File: src/rtl/r22_pkg.sv
package r22_pkg;

    localparam int DEF_N = 128;
    localparam int DEF_W = 10;

    typedef enum logic [1:0] {
        SEQ_FILL1,
        SEQ_FILL2,
        SEQ_RUN
    } seq_state_t;

endpackage

File: src/rtl/r22_seq.sv
module r22_seq
    import r22_pkg::*;
#(
    parameter int N  = DEF_N,
    parameter int D1 = N / 4,
    parameter int D2 = N / 8
) (
    input  logic       clk,
    input  logic       rst_n,
    input  logic       adv,
    output logic [1:0] phase,
    output logic       live
);

    localparam int CW = $clog2(N / 2);
    localparam logic [CW-1:0] END1 = CW'(D1 - 1);
    localparam logic [CW-1:0] END2 = CW'(D1 + D2 - 1);

    seq_state_t    state_q, state_d;
    logic [CW-1:0] cnt_q;

    // shared free-running sample counter
    always_ff @(posedge clk or negedge rst_n) begin
        if (!rst_n) begin
            cnt_q <= '0;
        end else if (adv) begin
            cnt_q <= cnt_q + 1'b1;
        end
    end

    // state register
    always_ff @(posedge clk or negedge rst_n) begin
        if (!rst_n) begin
            state_q <= SEQ_FILL1;
        end else begin
            state_q <= state_d;
        end
    end

    // next-state logic
    always_comb begin
        state_d = state_q;
        unique case (state_q)
            SEQ_FILL1: if (adv && cnt_q == END1) state_d = SEQ_FILL2;
            SEQ_FILL2: if (adv && cnt_q == END2) state_d = SEQ_RUN;
            SEQ_RUN:   state_d = SEQ_RUN;
            default:   state_d = SEQ_FILL1;
        endcase
    end

    // outputs
    always_comb begin
        phase = cnt_q[CW-1 -: 2];
        unique case (state_q)
            SEQ_RUN: live = 1'b1;
            default: live = 1'b0;
        endcase
    end

endmodule

File: src/rtl/r22_fbuf.sv
module r22_fbuf #(
    parameter int DEPTH = 32,
    parameter int BW    = 20
) (
    input  logic          clk,
    input  logic          rst_n,
    input  logic          en,
    input  logic [BW-1:0] din,
    output logic [BW-1:0] dout
);

    logic [BW-1:0] tap [DEPTH];

    for (genvar i = 0; i < DEPTH; i++) begin : g_tap
        if (i == 0) begin : g_head
            always_ff @(posedge clk or negedge rst_n) begin
                if (!rst_n) begin
                    tap[i] <= '0;
                end else if (en) begin
                    tap[i] <= din;
                end
            end
        end else begin : g_body
            always_ff @(posedge clk or negedge rst_n) begin
                if (!rst_n) begin
                    tap[i] <= '0;
                end else if (en) begin
                    tap[i] <= tap[i-1];
                end
            end
        end
    end

    assign dout = tap[DEPTH-1];

endmodule

File: src/rtl/r22_bfly.sv
module r22_bfly #(
    parameter int W      = 10,
    parameter int DEPTH  = 32,
    parameter bit ROT_EN = 1'b0
) (
    input  logic         clk,
    input  logic         rst_n,
    input  logic         en,
    input  logic         mode,
    input  logic         rot,
    input  logic [W-1:0] x_re,
    input  logic [W-1:0] x_im,
    output logic [W-1:0] y_re,
    output logic [W-1:0] y_im
);

    localparam int XW = W + 1;
    localparam int SW = W + 2;

    logic [2*W-1:0]       head, push;
    logic [W-1:0]         h_re, h_im;
    logic [XW-1:0]        xe_re, xe_im, lo_re, lo_im;
    logic                 do_rot;
    logic signed [SW-1:0] sum_re, sum_im, dif_re, dif_im;
    logic [W-1:0]         sh_sum_re, sh_sum_im, sh_dif_re, sh_dif_im;

    r22_fbuf #(.DEPTH(DEPTH), .BW(2*W)) u_fbuf (
        .clk  (clk),
        .rst_n(rst_n),
        .en   (en),
        .din  (push),
        .dout (head)
    );

    assign h_re   = head[2*W-1:W];
    assign h_im   = head[W-1:0];
    assign xe_re  = {x_re[W-1], x_re};
    assign xe_im  = {x_im[W-1], x_im};
    assign do_rot = ROT_EN & rot;

    // lower leg, multiplied by -j when requested: (re, im) -> (im, -re)
    assign lo_re = do_rot ? xe_im : xe_re;
    assign lo_im = do_rot ? (XW'(0) - xe_re) : xe_im;

    assign sum_re = $signed({{2{h_re[W-1]}}, h_re}) + $signed({lo_re[XW-1], lo_re});
    assign sum_im = $signed({{2{h_im[W-1]}}, h_im}) + $signed({lo_im[XW-1], lo_im});
    assign dif_re = $signed({{2{h_re[W-1]}}, h_re}) - $signed({lo_re[XW-1], lo_re});
    assign dif_im = $signed({{2{h_im[W-1]}}, h_im}) - $signed({lo_im[XW-1], lo_im});

    assign sh_sum_re = W'(sum_re >>> 1);
    assign sh_sum_im = W'(sum_im >>> 1);
    assign sh_dif_re = W'(dif_re >>> 1);
    assign sh_dif_im = W'(dif_im >>> 1);

    assign push = mode ? {sh_dif_re, sh_dif_im} : {x_re, x_im};

    always_ff @(posedge clk or negedge rst_n) begin
        if (!rst_n) begin
            y_re <= '0;
            y_im <= '0;
        end else if (en) begin
            y_re <= mode ? sh_sum_re : h_re;
            y_im <= mode ? sh_sum_im : h_im;
        end
    end

endmodule

File: src/rtl/r22_sdf_pair.sv
module r22_sdf_pair
    import r22_pkg::*;
#(
    parameter int N = DEF_N,
    parameter int W = DEF_W
) (
    input  logic         clk,
    input  logic         rst_n,
    input  logic         in_valid,
    input  logic [W-1:0] in_re,
    input  logic [W-1:0] in_im,
    output logic         out_valid,
    output logic [W-1:0] out_re,
    output logic [W-1:0] out_im
);

    localparam int D1 = N / 4;
    localparam int D2 = N / 8;

    logic [1:0]   phase, s1_phase;
    logic         live, s1_live, s2_live;
    logic         s1_v, s2_v;
    logic [W-1:0] s1_re, s1_im;

    r22_seq #(.N(N), .D1(D1), .D2(D2)) u_seq (
        .clk  (clk),
        .rst_n(rst_n),
        .adv  (in_valid),
        .phase(phase),
        .live (live)
    );

    r22_bfly #(.W(W), .DEPTH(D1), .ROT_EN(1'b0)) u_bf1 (
        .clk  (clk),
        .rst_n(rst_n),
        .en   (in_valid),
        .mode (phase[1]),
        .rot  (1'b0),
        .x_re (in_re),
        .x_im (in_im),
        .y_re (s1_re),
        .y_im (s1_im)
    );

    // tags travelling with the first-stage result
    always_ff @(posedge clk or negedge rst_n) begin
        if (!rst_n) begin
            s1_v     <= 1'b0;
            s1_phase <= '0;
            s1_live  <= 1'b0;
            s2_v     <= 1'b0;
            s2_live  <= 1'b0;
        end else begin
            s1_v <= in_valid;
            s2_v <= s1_v;
            if (in_valid) begin
                s1_phase <= phase;
                s1_live  <= live;
            end
            if (s1_v) begin
                s2_live <= s1_live;
            end
        end
    end

    // -j applies to the lower leg of blocks holding stage-one differences
    r22_bfly #(.W(W), .DEPTH(D2), .ROT_EN(1'b1)) u_bf2 (
        .clk  (clk),
        .rst_n(rst_n),
        .en   (s1_v),
        .mode (s1_phase[0]),
        .rot  (~s1_phase[1] & s1_phase[0]),
        .x_re (s1_re),
        .x_im (s1_im),
        .y_re (out_re),
        .y_im (out_im)
    );

    assign out_valid = s2_v & s2_live;

endmodule

File: config.mk
export PLATFORM = sky130hd
export DESIGN_NAME = r22_sdf_pair
export DESIGN_NICKNAME = d
export VERILOG_FILES = /design/src/rtl/r22_pkg.sv /design/src/rtl/r22_seq.sv /design/src/rtl/r22_fbuf.sv /design/src/rtl/r22_bfly.sv /design/src/rtl/r22_sdf_pair.sv
export SDC_FILE = /design/constraint.sdc
export NUM_CORES = 1
export LEC_CHECK = 0
export ABC_AREA = 1
export BUFFER_PORTS_ARGS = -buffer_cell sky130_fd_sc_hd__buf_2
export CAP_MARGIN = 20
export CELL_PAD_IN_SITES_DETAIL_PLACEMENT = 0
export CELL_PAD_IN_SITES_GLOBAL_PLACEMENT = 2
export CORE_MARGIN = 5
export CORE_UTILIZATION = 39
export CTS_CLUSTER_SIZE = 28
export DETAILED_ROUTE_END_ITERATION = 10
export GPL_TIMING_DRIVEN = 1
export PLACE_DENSITY_LB_ADDON = 0.08
export SYNTH_ARGS = -nofsm -noshare
export SYNTH_HDL_FRONTEND = slang
export SYNTH_HIERARCHICAL = 1
export SYNTH_SLANG_ARGS = --single-unit
File: constraint.sdc
create_clock -name clk -period 2.94 [get_ports clk]
set_input_delay 0.588 -clock clk [delete_from_list [all_inputs] [get_ports clk]]
set_output_delay 0.588 -clock clk [all_outputs]
set_load 0.05 [all_outputs]
==> qor.csv <==
metric,value,unit
# fillers,11520,
slowest CP cell,dfrtp_1,
Final Max Slew Viols,0,
Placed Area,45670,sq um
power share of the clock group,34.6,%
worst skew pair latency,0.70,ns
num rows,123,
GR Util All Layers,16.81,%
Clock Sink Count,1014,
share of layout cells above drive strength 1,8.646,%
fin nets,5431,
mapped cell area,44020,sq um
routed via count,31680,
r2r startpoint,u_bf1/y_re[1]$_DFFE_PN0P_,
post-layout util,44.48,%
crit path kind,reg -> reg,
Syn Inst Count,5313,
crit path launch,u_bf1/y_re[1]$_DFFE_PN0P_,
Hold Startpoint,in_re[9],
chip width,346.0,um
syn_nets,5426,
clk root buf,clkbuf_16,
first-pass GRT wire length,169.5,mm
full die area,119700,sq um
Final Hold Viols,0,
total CTS buffers,112,
Clock Path Buffers,3,
WL per Instance,14.55,um
CTS tree,done,
Critical Path End Type,register,
fin cells,6913,
Layout Cell Area excl Fill,49980,sq um
pre-CTS setup slack,-0.09889,ns
Post-DRT Antenna Nets,0,
Rel. slew slack,48.15,%
Switching Share,31.34,%
largest net degree at the start of global routing,175,
crit-path max cell delay,0.39,ns
n_diodes,0,
yosys warns,6,
worst slew pin tran,0.7778,ns
Switching Power,13.12,mW
crit path cell chain,inv_2 > ha_4 > nand2_1 > nor2_2 > inv_2 > buf_6 > nor2_4 > inv_2 > a31oi_4 > inv_2 > ha_4 > inv_4 > buf_4 > a21oi_2 > o21ai_2 > inv_2 > nand2_4 > buf_4 > nand2_1 > nand2_1 > o22ai_1 > nand2_1 > nand2_1,
DRT iter0 DRCs,2127,
Area Overhead vs Synth,13.53,%
final cycle utilization of the critical path,95.20,%
max-capacitance violation count,0,
initial core utilization,39.18,%
RSZ-0062 raised after global routing,yes,
Die Ht,346.0,um
htree depth,3,
drt drc,0,
Critical Path Fanout Max,4,
PortBufs,43,
Reg area,25380,sq um
initial antenna violation count,1,
Multi-input gate area,16270,sq um
LEAKAGE,27.94,nW
Max VDD drop,0.0004657,V
outcome,"complete, no violations",
dpl hpwl,63.21,mm
first-pass iteration count of the detailed router,5,
setup TNS,0,ns
placed instance count,6695,
Combinational Power Share,20.9,%
Hold WS,0.2810,ns
FMAX,357.3,MHz
post-synthesis area per instance,8.285,sq um
Final min period,2.799,ns
clk slew on worst S/H paths,0.06,ns
final worst slack,0.1410,ns
Pwr Density,837.7,nW/um^2
total congestion overflow,0,
Int Power,28.74,mW
Required @ worst endpoint,3.55,ns
arrival time worst endpoint,3.40,ns
Overall Power,41.86,mW
final setup vio count,0,
Post-Route Skew,0.03566,ns
type of the most critical hold path,in -> reg,
Vias per Instance,4.583,
vias in the first global route,31530,
Sequential Power Share,44.5,%
routability cong.,0.8369,
CP startpoint kind,register,
Worst Path Buf+Inv,9,
Crit path max-delay family,buffers and inverters,
routed wire length,100.6,mm
Core ar.,112300,sq um
"most common cell after layout, fill and taps aside",nand2_1,
most frequent cells in the layout,"3,206 x nand2_1, 1,013 x dfrtp_1, 163 x inv_1, 114 x clkbuf_16, 111 x nor2_1",
I/O pin cnt,44,
power groups by stage:
stage	combinational (mW)	clock, mW	sequential [mW]
floorplan	5.43	0	18.6
global placement	8.40	0	18.8
detailed placement	8.43	0	18.8
CTS	8.51	15.1	18.6
global route	10.1	15.6	19.0
finish	8.75	14.5	18.6
state kept, by name (all words and copies together), names as in the netlist:
name,flops
u_bf1/u_fbuf/tap,620
u_bf2/u_fbuf/tap,300
u_bf1/u_fbuf/dout,20
u_bf2/u_fbuf/dout,20
u_bf1/y_im,10
u_bf1/y_re,10
u_bf2/y_im,10
u_bf2/y_re,10
u_seq/cnt_q,6
s1_phase,2
u_seq/state_q,2
s1_live,1
s1_v,1
s2_live,1
s2_v,1
repair_timing:
| action | 4_1_cts | 5_1_grt |
|---|---|---|
| endpoints found under the setup margin | 9 | 17 |
| hold buffers | 1 | 0 |
| gates resized for setup | 8 | 84 |
| cloned | 0 | 1 |
| setup buffers | 0 | 8 |
| pin swaps | 0 | 29 |
| endpoints found under the hold margin | 23 | 0 |
final timing paths:
kind                                                endpoint  slack (ns)  cells after the start
max in group asynchronous  u_bf1/u_fbuf/tap[318]$_DFFE_PN0P_        1.54                      3
setup / recovery           u_bf2/u_fbuf/tap[304]$_DFFE_PN0P_        0.14                     23
min in group asynchronous  u_bf2/u_fbuf/tap[308]$_DFFE_PN0P_        0.46                      2
setup reg to reg           u_bf2/u_fbuf/tap[304]$_DFFE_PN0P_        0.14                     23
hold reg to reg            u_bf1/u_fbuf/tap[254]$_DFFE_PN0P_        0.45                      2
hold / removal             u_bf1/u_fbuf/tap[639]$_DFFE_PN0P_        0.28                      5
layer usage:
| layer | share of wire, % | track usage [%] |
|---|---|---|
| met4 | 2.6 | 4.937 |
| met1 | 49 | 24.24 |
| met3 | 2.7 | 2.425 |
| met5 | 0 | 0 |
| met2 | 45 | 26.58 |
area by class of cell:
type                    instances  share of cell area [%]
flip-flops and latches       1014                   50.78
multi-input cells            3820                   32.55
clock buffers                 173                   6.830
well taps                    1500                   3.755
repair buffers                185                   3.700
inverters                     185                   1.425
clock inverters                36                  0.9564
worst register-to-register path: cells and delay by family, from the launching register on:
kind	cells	cell delay (ns)
buffers and inverters	9	0.77
AND/OR/NAND/NOR	8	0.57
AO/OA/AOI/OAI	4	0.55
adder cells (fa/ha/maj)	2	0.45
flip-flops	1	0.39
No activity file was read; power rests on OpenSTA's default activity.
